==> src/rtl/opst_pkg.sv <==
package opst_pkg;
  typedef enum logic {
    PH_PROG  = 1'b0,
    PH_ERASE = 1'b1
  } phase_e;

  // fixed positions of the status flags in the returned byte
  localparam int POS_POLL = 7;
  localparam int POS_TGL  = 6;
  localparam int POS_TMO  = 5;
  localparam int POS_PH   = 4;
  localparam int POS_WIN  = 3;
  localparam int STAT_W   = 8;
endpackage

==> src/rtl/opst_toggle.sv <==
module opst_toggle (
  input  logic clk,
  input  logic rst_n,
  input  logic active,
  input  logic rd_fire,
  output logic tgl
);
  always_ff @(posedge clk) begin
    if (!rst_n)        tgl <= 1'b0;
    else if (!active)  tgl <= 1'b0;
    else if (rd_fire)  tgl <= ~tgl;
  end


  tgl_flip_chk: assert property (@(posedge clk) disable iff (!rst_n)
    active && rd_fire |=> tgl != $past(tgl));

  tgl_hold_chk: assert property (@(posedge clk) disable iff (!rst_n)
    active && !rd_fire |=> $stable(tgl));

  tgl_idle_chk: assert property (@(posedge clk) disable iff (!rst_n)
    !active |=> !tgl);
endmodule

==> src/rtl/opst_fault.sv <==
module opst_fault
  import opst_pkg::*;
(
  input  logic   clk,
  input  logic   rst_n,
  input  logic   busy,
  input  phase_e phase_in,
  input  logic   timeout,
  input  logic   clr,
  output logic   fault,
  output phase_e fault_phase
);
  always_ff @(posedge clk) begin
    if (!rst_n) begin
      fault       <= 1'b0;
      fault_phase <= PH_PROG;
    end else if (clr) begin
      fault       <= 1'b0;
    end else if (timeout && busy) begin
      fault       <= 1'b1;
      fault_phase <= phase_in;
    end
  end


  fault_sticky_chk: assert property (@(posedge clk) disable iff (!rst_n)
    fault && !clr |=> fault);

  fault_clr_chk: assert property (@(posedge clk) disable iff (!rst_n)
    clr |=> !fault);

  fault_phase_chk: assert property (@(posedge clk) disable iff (!rst_n)
    timeout && busy && !clr |=> fault && fault_phase == $past(phase_in));
endmodule

==> src/rtl/opst_compose.sv <==
module opst_compose
  import opst_pkg::*;
#(
  parameter int DATA_W = 8
) (
  input  logic              busy,
  input  logic              fault,
  input  phase_e            eng_phase,
  input  phase_e            fault_phase,
  input  logic              prog_msb,
  input  logic              win_open,
  input  logic              tgl,
  input  logic [DATA_W-1:0] arr_data,
  output logic              active,
  output logic [DATA_W-1:0] word
);
  phase_e phase;

  always_comb begin
    phase  = fault ? fault_phase : eng_phase;
    active = busy | fault;
    if (!active) begin
      word = arr_data;
    end else begin
      word           = '0;
      word[POS_POLL] = (phase == PH_PROG) ? ~prog_msb : 1'b0;
      word[POS_TGL]  = tgl;
      word[POS_TMO]  = fault;
      word[POS_PH]   = fault & (phase == PH_ERASE);
      word[POS_WIN]  = (phase == PH_ERASE) & ~win_open;
    end
  end
endmodule

==> src/rtl/opst_status_gen.sv <==
module opst_status_gen
  import opst_pkg::*;
#(
  parameter int DATA_W = 8
) (
  input  logic              clk,
  input  logic              rst_n,
  input  logic              rd_req_valid,
  output logic              rd_req_ready,
  input  logic [DATA_W-1:0] arr_rdata,
  output logic              rsp_valid,
  input  logic              rsp_ready,
  output logic [DATA_W-1:0] rsp_data,
  input  logic              eng_busy,
  input  logic              eng_erase,
  input  logic              prog_msb,
  input  logic              eng_timeout,
  input  logic              win_open,
  input  logic              clr_cmd
);
  localparam int LOW_W = POS_WIN;

  logic              fire;
  logic              active;
  logic              tgl;
  logic              fault;
  phase_e            fault_phase;
  phase_e            eng_phase;
  logic [DATA_W-1:0] word;

  assign eng_phase    = eng_erase ? PH_ERASE : PH_PROG;
  assign rd_req_ready = !rsp_valid || rsp_ready;
  assign fire         = rd_req_valid && rd_req_ready;

  opst_toggle u_tgl (
    .clk     (clk),
    .rst_n   (rst_n),
    .active  (active),
    .rd_fire (fire),
    .tgl     (tgl)
  );

  opst_fault u_fault (
    .clk         (clk),
    .rst_n       (rst_n),
    .busy        (eng_busy),
    .phase_in    (eng_phase),
    .timeout     (eng_timeout),
    .clr         (clr_cmd),
    .fault       (fault),
    .fault_phase (fault_phase)
  );

  opst_compose #(.DATA_W(DATA_W)) u_comp (
    .busy        (eng_busy),
    .fault       (fault),
    .eng_phase   (eng_phase),
    .fault_phase (fault_phase),
    .prog_msb    (prog_msb),
    .win_open    (win_open),
    .tgl         (tgl),
    .arr_data    (arr_rdata),
    .active      (active),
    .word        (word)
  );

  always_ff @(posedge clk) begin
    if (!rst_n) begin
      rsp_valid <= 1'b0;
      rsp_data  <= '0;
    end else if (fire) begin
      rsp_valid <= 1'b1;
      rsp_data  <= word;
    end else if (rsp_ready) begin
      rsp_valid <= 1'b0;
    end
  end


  rsp_hold_chk: assert property (@(posedge clk) disable iff (!rst_n)
    rsp_valid && !rsp_ready |=> rsp_valid && $stable(rsp_data));

  pass_chk: assert property (@(posedge clk) disable iff (!rst_n)
    fire && !eng_busy && !fault |=> rsp_data == $past(arr_rdata));

  low_zero_chk: assert property (@(posedge clk) disable iff (!rst_n)
    fire && (eng_busy || fault) |=> rsp_data[LOW_W-1:0] == '0);

  erase_poll_chk: assert property (@(posedge clk) disable iff (!rst_n)
    fire && eng_busy && eng_erase && !fault |=> !rsp_data[POS_POLL]);

  prog_poll_chk: assert property (@(posedge clk) disable iff (!rst_n)
    fire && eng_busy && !eng_erase && !fault |=> rsp_data[POS_POLL] == !$past(prog_msb));

  tmo_flag_chk: assert property (@(posedge clk) disable iff (!rst_n)
    fire && fault |=> rsp_data[POS_TMO]);
endmodule

==> config.mk <==
export PLATFORM = sky130hd
export DESIGN_NAME = opst_status_gen
export DESIGN_NICKNAME = d
export VERILOG_FILES = /design/src/rtl/opst_pkg.sv /design/src/rtl/opst_toggle.sv /design/src/rtl/opst_fault.sv /design/src/rtl/opst_compose.sv /design/src/rtl/opst_status_gen.sv
export SDC_FILE = /design/constraint.sdc
export NUM_CORES = 1
export LEC_CHECK = 0
export BUFFER_PORTS_ARGS = -buffer_cell sky130_fd_sc_hd__buf_2
export CAP_MARGIN = 30
export CORE_AREA = 2 2 39 41
export CTS_CLUSTER_DIAMETER = 50
export DETAILED_ROUTE_END_ITERATION = 8
export DIE_AREA = 0 0 41 43
export GPL_ROUTABILITY_DRIVEN = 0
export HOLD_SLACK_MARGIN = 0.08
export PLACE_DENSITY = 0.81
export SETUP_SLACK_MARGIN = 0.1
export SYNTH_ARGS = -nofsm -noshare
export SYNTH_HDL_FRONTEND = slang
export SYNTH_SLANG_ARGS = --single-unit
==> constraint.sdc <==
create_clock -name clk -period 2.6 [get_ports clk]
set_input_delay 0.26 -clock clk [delete_from_list [all_inputs] [get_ports clk]]
set_output_delay 0.26 -clock clk [all_outputs]
set_load 0.02 [all_outputs]
==> qor.yml, run 1 <==
fin_crit_sh: 0.5594
vias_per_cell: 5.162
overflow: 0
cts.clk_slew.worst_paths_ns: 0.08
die_width_um: 41
fin_util: 0.5090
maxSlewHeadroom: 0.7817
drive_gt1_frac: 0.4045
busiest_layer: "met2"
worst_pin_slew_ns: 0.3263
yosysSeqAreaShare: 0.4507
finalHoldViolCount: 0
syn_to_final_growth_pct: 32.16
grt_antenna_before_repair: 0
ys_ff_latch: 12
cts_tree: "yes"
cts_sinks: 12
synth_top_family_by_area: "compound AO/OA/AOI/OAI gates"
ys_warn_count: 0
met1_usage: 0.2000
grt_first_pass_wirelength_um: 1904
nNetsFinal: 108
crit_chain: "nor2b_2, inv_2, buf_2"
port_buffers: 27
critPathBufInv: 2
die-area_um2: 1763
met3_usage: 0.09424
synth_area_leaders: "dfxtp_1 45%, a21oi_1 10%, o21ai_0 4.7%"
cts-root-buf: "clkbuf_4"
fp.dieH_um: 43
crit_type: "register to primary output"
clockBufferDepth: 2
fmax_ghz: 0.6875
core_um2: 1384
start_kind: "register"
fin_tns_setup_ns: 0
arrival_ns: 1.19
fin_skew_ns: 0.003456
crit_slowest_cell: "dfxtp_1"
syn_inst: 61
grt_pass1_vias: 450
peakVddDrop_mv: 0.3769
postRouteAntennaNets: 0
post_drt_wl_per_cell_um: 11.46
netlist_area_um2: 533.0
period_minus_slack_ns: 1.455
drc: 0
synth-compound-area-share: 0.2770
post_cts_resized: 0
critPathCaptureType: "primary output"
clkLatencyLatePin_ns: 0.28
detail_route.wirelength_um: 1203
synthDominantCellAreaShare: 0.4507
drv_cap: 0
start_util: 0.3852
setup_violations: 0
cp_top_family: "flip-flops"
yosysTopAreaCell: "dfxtp_1"
first_iter_violations: 4
synthXorXnorAreaFrac: 0
cts.htree.levels: 1
mostFrequentLayoutCell: "buf_2"
synth-adder-area-share: 0
synth_cell_types: 25
synth_nets: 79
critPathMaxFanout: 10
status: "finished clean"
synth-simple-area-share: 0.1831
use_met2: 0.2313
min_path_type: "primary input to register"
muxShareOfSynthArea: 0.01878
ios: 28
rsz0062_at_grt: "false"
power.leakage_nw: 0.3186
place.detailed.hpwl_um: 942.4
power_density_nw_per_um2: 600.8
postCtsHoldBufs: 0
num_rows: 14
syn_avg_cell_area_um2: 8.738
fillCellCount: 140
cts_setup_buffers: 0
antennaDiodeCount: 0
layout.cells.most_common_list: "27 x buf_2, 12 x dfxtp_1, 11 x a21oi_1, 5 x o21ai_0"
drt_pass1_iterations: 3
cp.required_ns: 2.34
crit_path_max_incr_delay_ns: 0.32
grt_usage: 0.1638
slew_viol_final: 0
numCtsBuffers: 3
vias: 542
grt_max_degree: 12
==> cell families (layout without fill, tap and decap cells) <==
group,count (synthesis),in the layout
AOI/OAI and AO/OA,24,24
buffers and inverters,7,35
DFF,12,12
muxes,1,1
and+or+nand+nor,17,17
==> synthesized netlist by cell type <==
cell,instances
or3_1,1
clkbuf_1,1
nand2_1,3
nand3b_1,2
nor2_1,3
nor2b_2,1
nor2_2,1
buf_6,1
inv_4,1
o21ai_0,5
nand4_1,3
o211ai_1,1
nand2b_1,1
nor4b_1,1
a21oi_1,11
mux2i_1,1
buf_2,1
a311oi_1,2
nor3_1,1
o221a_2,1
a211oi_1,3
inv_1,2
a221oi_1,1
dfxtp_1,12
inv_2,1
==> final timing paths <==
| path | end | slack [ns] | cells after the start | from |
|---|---|---|---|---|
| worst max-delay path | rd_req_ready | 1.15 | 3 | rsp_valid$_SDFFE_PN0P_ |
| worst max register to register | rsp_data[7]$_SDFFE_PN0P_ | 1.46 | 3 | u_fault.fault$_SDFFE_PP0P_ |
| worst min-delay path | u_fault.fault$_SDFFE_PP0P_ | 0.15 | 2 | clr_cmd |
| worst min register to register | rsp_data[2]$_SDFFE_PN0P_ | 0.48 | 2 | rsp_data[2]$_SDFFE_PN0P_ |
==> report_power, final <==
group | switching (W) | internal [W] | total (W)
Clock | 0.0000659 | 0.0000853 | 0.000151
Combinational | 0.0000416 | 0.0000301 | 0.0000717
Sequential | 0.00000584 | 0.000194 | 0.000200
Total | 0.000113 | 0.000310 | 0.000423
==> worst register-to-register path, cell delays in order, from the launching register on <==
cell	delay, ns
dfxtp_1	0.47
nor2_2	0.13
a221oi_1	0.31
a211oi_1	0.11
==> layout make-up <==
cell class	instances	area [µm²]	area share
clock buffers	4	36.28	0.05151
well taps	16	20.02	0.02842
repair buffers	27	135.1	0.1918
multi-input cells	42	255.2	0.3623
flip-flops and latches	12	240.2	0.3410
inverters	4	17.52	0.02487
==> sequential cells by signal, indices dropped and copies added, names as in the netlist <==
name,flops
u_fault.fault,1
rsp_data,8
u_tgl.tgl,1
rsp_valid,1
u_fault.fault_phase,1
==> layer usage <==
layer | vias up | share of wire
li1 | 283 | -
met1 | 232 | 0.44
met3 | 3 | 0.11
met2 | 24 | 0.43
met4 | 0 | 0.016
met5 | - | 0
==> per-stage QoR <==
stage / hold WS (ns) / instances / instance area (µm²) / total power (W) / setup slack, ns
final: 0.1541 / 105 / 704.4 / 0.0004232 / 1.146
after global placement: 0.4344 / 101 / 668.1 / 0.0002758 / 1.412
after floorplan: 0.3393 / 61 / 533.0 / 0.0002488 / 1.425
after CTS: 0.1411 / 105 / 704.4 / 0.0004290 / 1.148
after global routing: 0.1538 / 105 / 704.4 / 0.0004500 / 1.025
after detailed placement: 0.4468 / 101 / 668.1 / 0.0002770 / 1.387
Power figures use the tool's default switching activity.
==> run 2, diff against run 1 <==
Settings changed: ABC_AREA set to 1, CORE_AREA 2 2 39 41 to unset, CORE_MARGIN set to 2, CORE_UTILIZATION set to 43, DIE_AREA 0 0 41 43 to unset, PLACE_DENSITY 0.81 to 0.84.
Clock period 2.6 ns to 1.4 ns, I/O delays scaled along.
==> run 2 against run 1 <==
Compared with the run above: first-iteration DRC count rose to 2.5 times the previous value; power rose by 76%; combinational power rose by 120%; register-to-register slack got worse by 1.1 ns; die area fell by 4.6%; sequential power rose by 88%; critical path depth rose by 1; utilization rose by 7.5 points; flip-flop and latch count did not move; sequential share of layout area fell by 2.1 points; routed wire length rose by 0.42%; via count rose by 12%.
==> qor.yml, run 2 <==
peakVddDrop_mv: 0.5212  # +38%
cp.required_ns: 1.56  # -0.78 ns
netlist_area_um2: 589.3  # +11%
port_buffers: 27  # unchanged
drive_gt1_frac: 0.2787  # -0.1258
fin_skew_ns: 0.003801  # +0.0003453 ns
overflow: 0  # unchanged
worst_pin_slew_ns: 0.4774  # +0.1511 ns
clkLatencyLatePin_ns: 0.27  # about the same
drv_cap: 0  # unchanged
rsz0062_at_grt: "false"
cts-root-buf: "clkbuf_4"
synth_edf_count: 0  # unchanged
crit_type: "register to register"
yosysMostFrequentCell: "nand2_1"
grt_first_pass_wirelength_um: 1780  # -6.5%
start_util: 0.4586  # +0.07345
arrival_ns: 1.25  # +0.06 ns
fmax_ghz: 0.9206
fin_tns_setup_ns: 0  # unchanged
mostFrequentLayoutCell: "nand2_1"
place.detailed.hpwl_um: 936.6  # -0.62%
regMostFlops: "rsp_data"
busiest_layer: "met2"
grt_usage: 0.1667  # +0.002848
slew_viol_final: 0  # unchanged
min_path_type: "primary input to register"
met1_usage: 0.2237  # +0.02368
status: "finished clean"
ff2ff_setup_slack_ns: 0.31  # -1.15 ns
first_iter_violations: 10  # +6
cts_tree: "yes"
fin_crit_sh: 0.7759
drc: 0  # unchanged
synthDominantCellAreaShare: 0.4076  # -0.04306
power_density_nw_per_um2: 991.9  # +65%
async_flop_share: 0  # unchanged
yosysTopAreaCell: "dfxtp_1"
setup_violations: 0  # unchanged
synth_ff_type: "dfxtp_1"
synth_nets: 111  # +41%
synth_cell_types: 12  # -52%
drt_pass1_iterations: 4  # +1
ios: 28  # unchanged
ys_ff_latch: 12  # unchanged
multi_input_area_um2: 275.3  # +7.8%
postLayoutCellArea_um2: 750.7  # +6.6%
clockBufferDepth: 2  # unchanged
cts.htree.levels: 1  # unchanged
dp_cells: 133  # +32%
regArea_um2: 240.2  # unchanged
hp-start: "win_open"
cts_sinks: 12  # unchanged
use_met2: 0.2305  # -0.0007813
syn_inst: 93  # +52%
ys_warn_count: 0  # unchanged
yosysSeqAreaShare: 0.4076  # -0.04306
vias: 606  # +12%
fillCellCount: 132  # -5.7%
layout.cells.most_common_list: "35 x nand2_1, 27 x buf_2, 21 x nor2_1, 13 x inv_1, 12 x dfxtp_1"
vias_per_cell: 4.423  # -14%
syn_to_final_growth_pct: 27.39
cts.clk_slew.worst_paths_ns: 0.07  # about the same
grt_antenna_before_repair: 0  # unchanged
nNetsFinal: 142  # +31%
met3_usage: 0.04891  # -0.04533
design_power_total_w: 0.0007446  # +76%
post_drt_wl_per_cell_um: 8.818  # -23%
critPathMaxFanout: 12  # +2
placed_area_um2: 718.2  # +7.5%
fp.dieH_um: 41.02  # -4.6%
synth_common_cells: "35 x nand2_1, 21 x nor2_1, 13 x inv_1"
start_kind: "register"
grt_pass1_vias: 435  # -3.3%
r2r_start: "rsp_valid$_SDFFE_PN0P_"
num_rows: 13  # -1
die_width_um: 41.02  # about the same
die-area_um2: 1683  # -4.6%
finalHoldViolCount: 0  # unchanged
power.leakage_nw: 0.4311  # +35%
critPathLaunch: "rsp_valid$_SDFFE_PN0P_"
postRouteAntennaNets: 0  # unchanged
syn_avg_cell_area_um2: 6.337  # -27%
critPathCaptureType: "register"
period_minus_slack_ns: 1.086
final_cells: 137  # +30%
detail_route.wirelength_um: 1208  # +0.42%
numCtsBuffers: 3  # unchanged
maxSlewHeadroom: 0.6818  # -0.09990
antennaDiodeCount: 0  # unchanged
core_um2: 1285  # -7.1%
largest_reg_flops: 8  # unchanged
synth_area_leaders: "dfxtp_1 41%, nand2_1 22%, nor2_1 13%"
grt_max_degree: 13  # +1
run 2: cell types whose count changed in the layout (fill, tap and decap cells not counted), moves of 2 or more:
cell	previous run	this run
nand2_1	3	35
nor2_1	3	21
inv_1	2	13
a21oi_1	11	2
a21oi_2	0	3
nand4_1	3	0
o21ai_0	5	2
a211oi_1	3	1
a311oi_1	2	0
nand3b_1	2	0
run 2: cells by family after synthesis:
kind of cell,synth area share
compound gates,0.09131
simple gates,0.3758
buf+inv,0.1253
flops,0.4076
run 2: through the flow:
step	hold WS (ns)	utilization	setup WS (ns)
after floorplan	0.2185	-	0.2725
after global placement	0.3389	0.5589	0.3479
after detailed placement	0.3444	0.5589	0.3288
after CTS	0.1230	0.5842	0.3175
after global routing	0.1459	0.5842	0.1993
final	0.1307	0.5842	0.3137
run 2: report_power, final:
part / internal [W] / switching [W]
sequential: 0.000364 / 0.0000113
combinational: 0.0000614 / 0.0000969
clock: 0.0000995 / 0.000112
run 2: worst max-delay path: stages, from the launching register on:
cell,delay (ns)
dfxtp_1,0.33
a21oi_2,0.40
nand2_1,0.10
nor2_1,0.10
nor2_1,0.05
run 2: path summary, 6_finish.rpt:
kind | to | cells after the start
max | rsp_data[4]$_SDFFE_PN0P_ | 4
min | rsp_data[3]$_SDFFE_PN0P_ | 4
max reg2reg | rsp_data[4]$_SDFFE_PN0P_ | 4
min reg2reg | rsp_data[5]$_SDFFE_PN0P_ | 2
run 2: timing repair:
item	4_1_cts	5_1_grt
gates resized for setup	0	0
hold buffers	1	0
setup buffers	0	0
endpoints found under the hold margin	1	0
run 2: layout make-up:
cell class / instances / share of cell area
well taps: 15 / 0.02500
flip-flops and latches: 12 / 0.3200
inverters: 13 / 0.06500
repair buffers: 28 / 0.1933
multi-input cells: 66 / 0.3667
clock buffers: 3 / 0.03000
run 2: layer usage:
metal / up-vias / wire length (µm)
met2: 19 / 563
met4: 0 / 9
met1: 249 / 550
li1: 336 / -
met3: 2 / 84
met5: - / 0
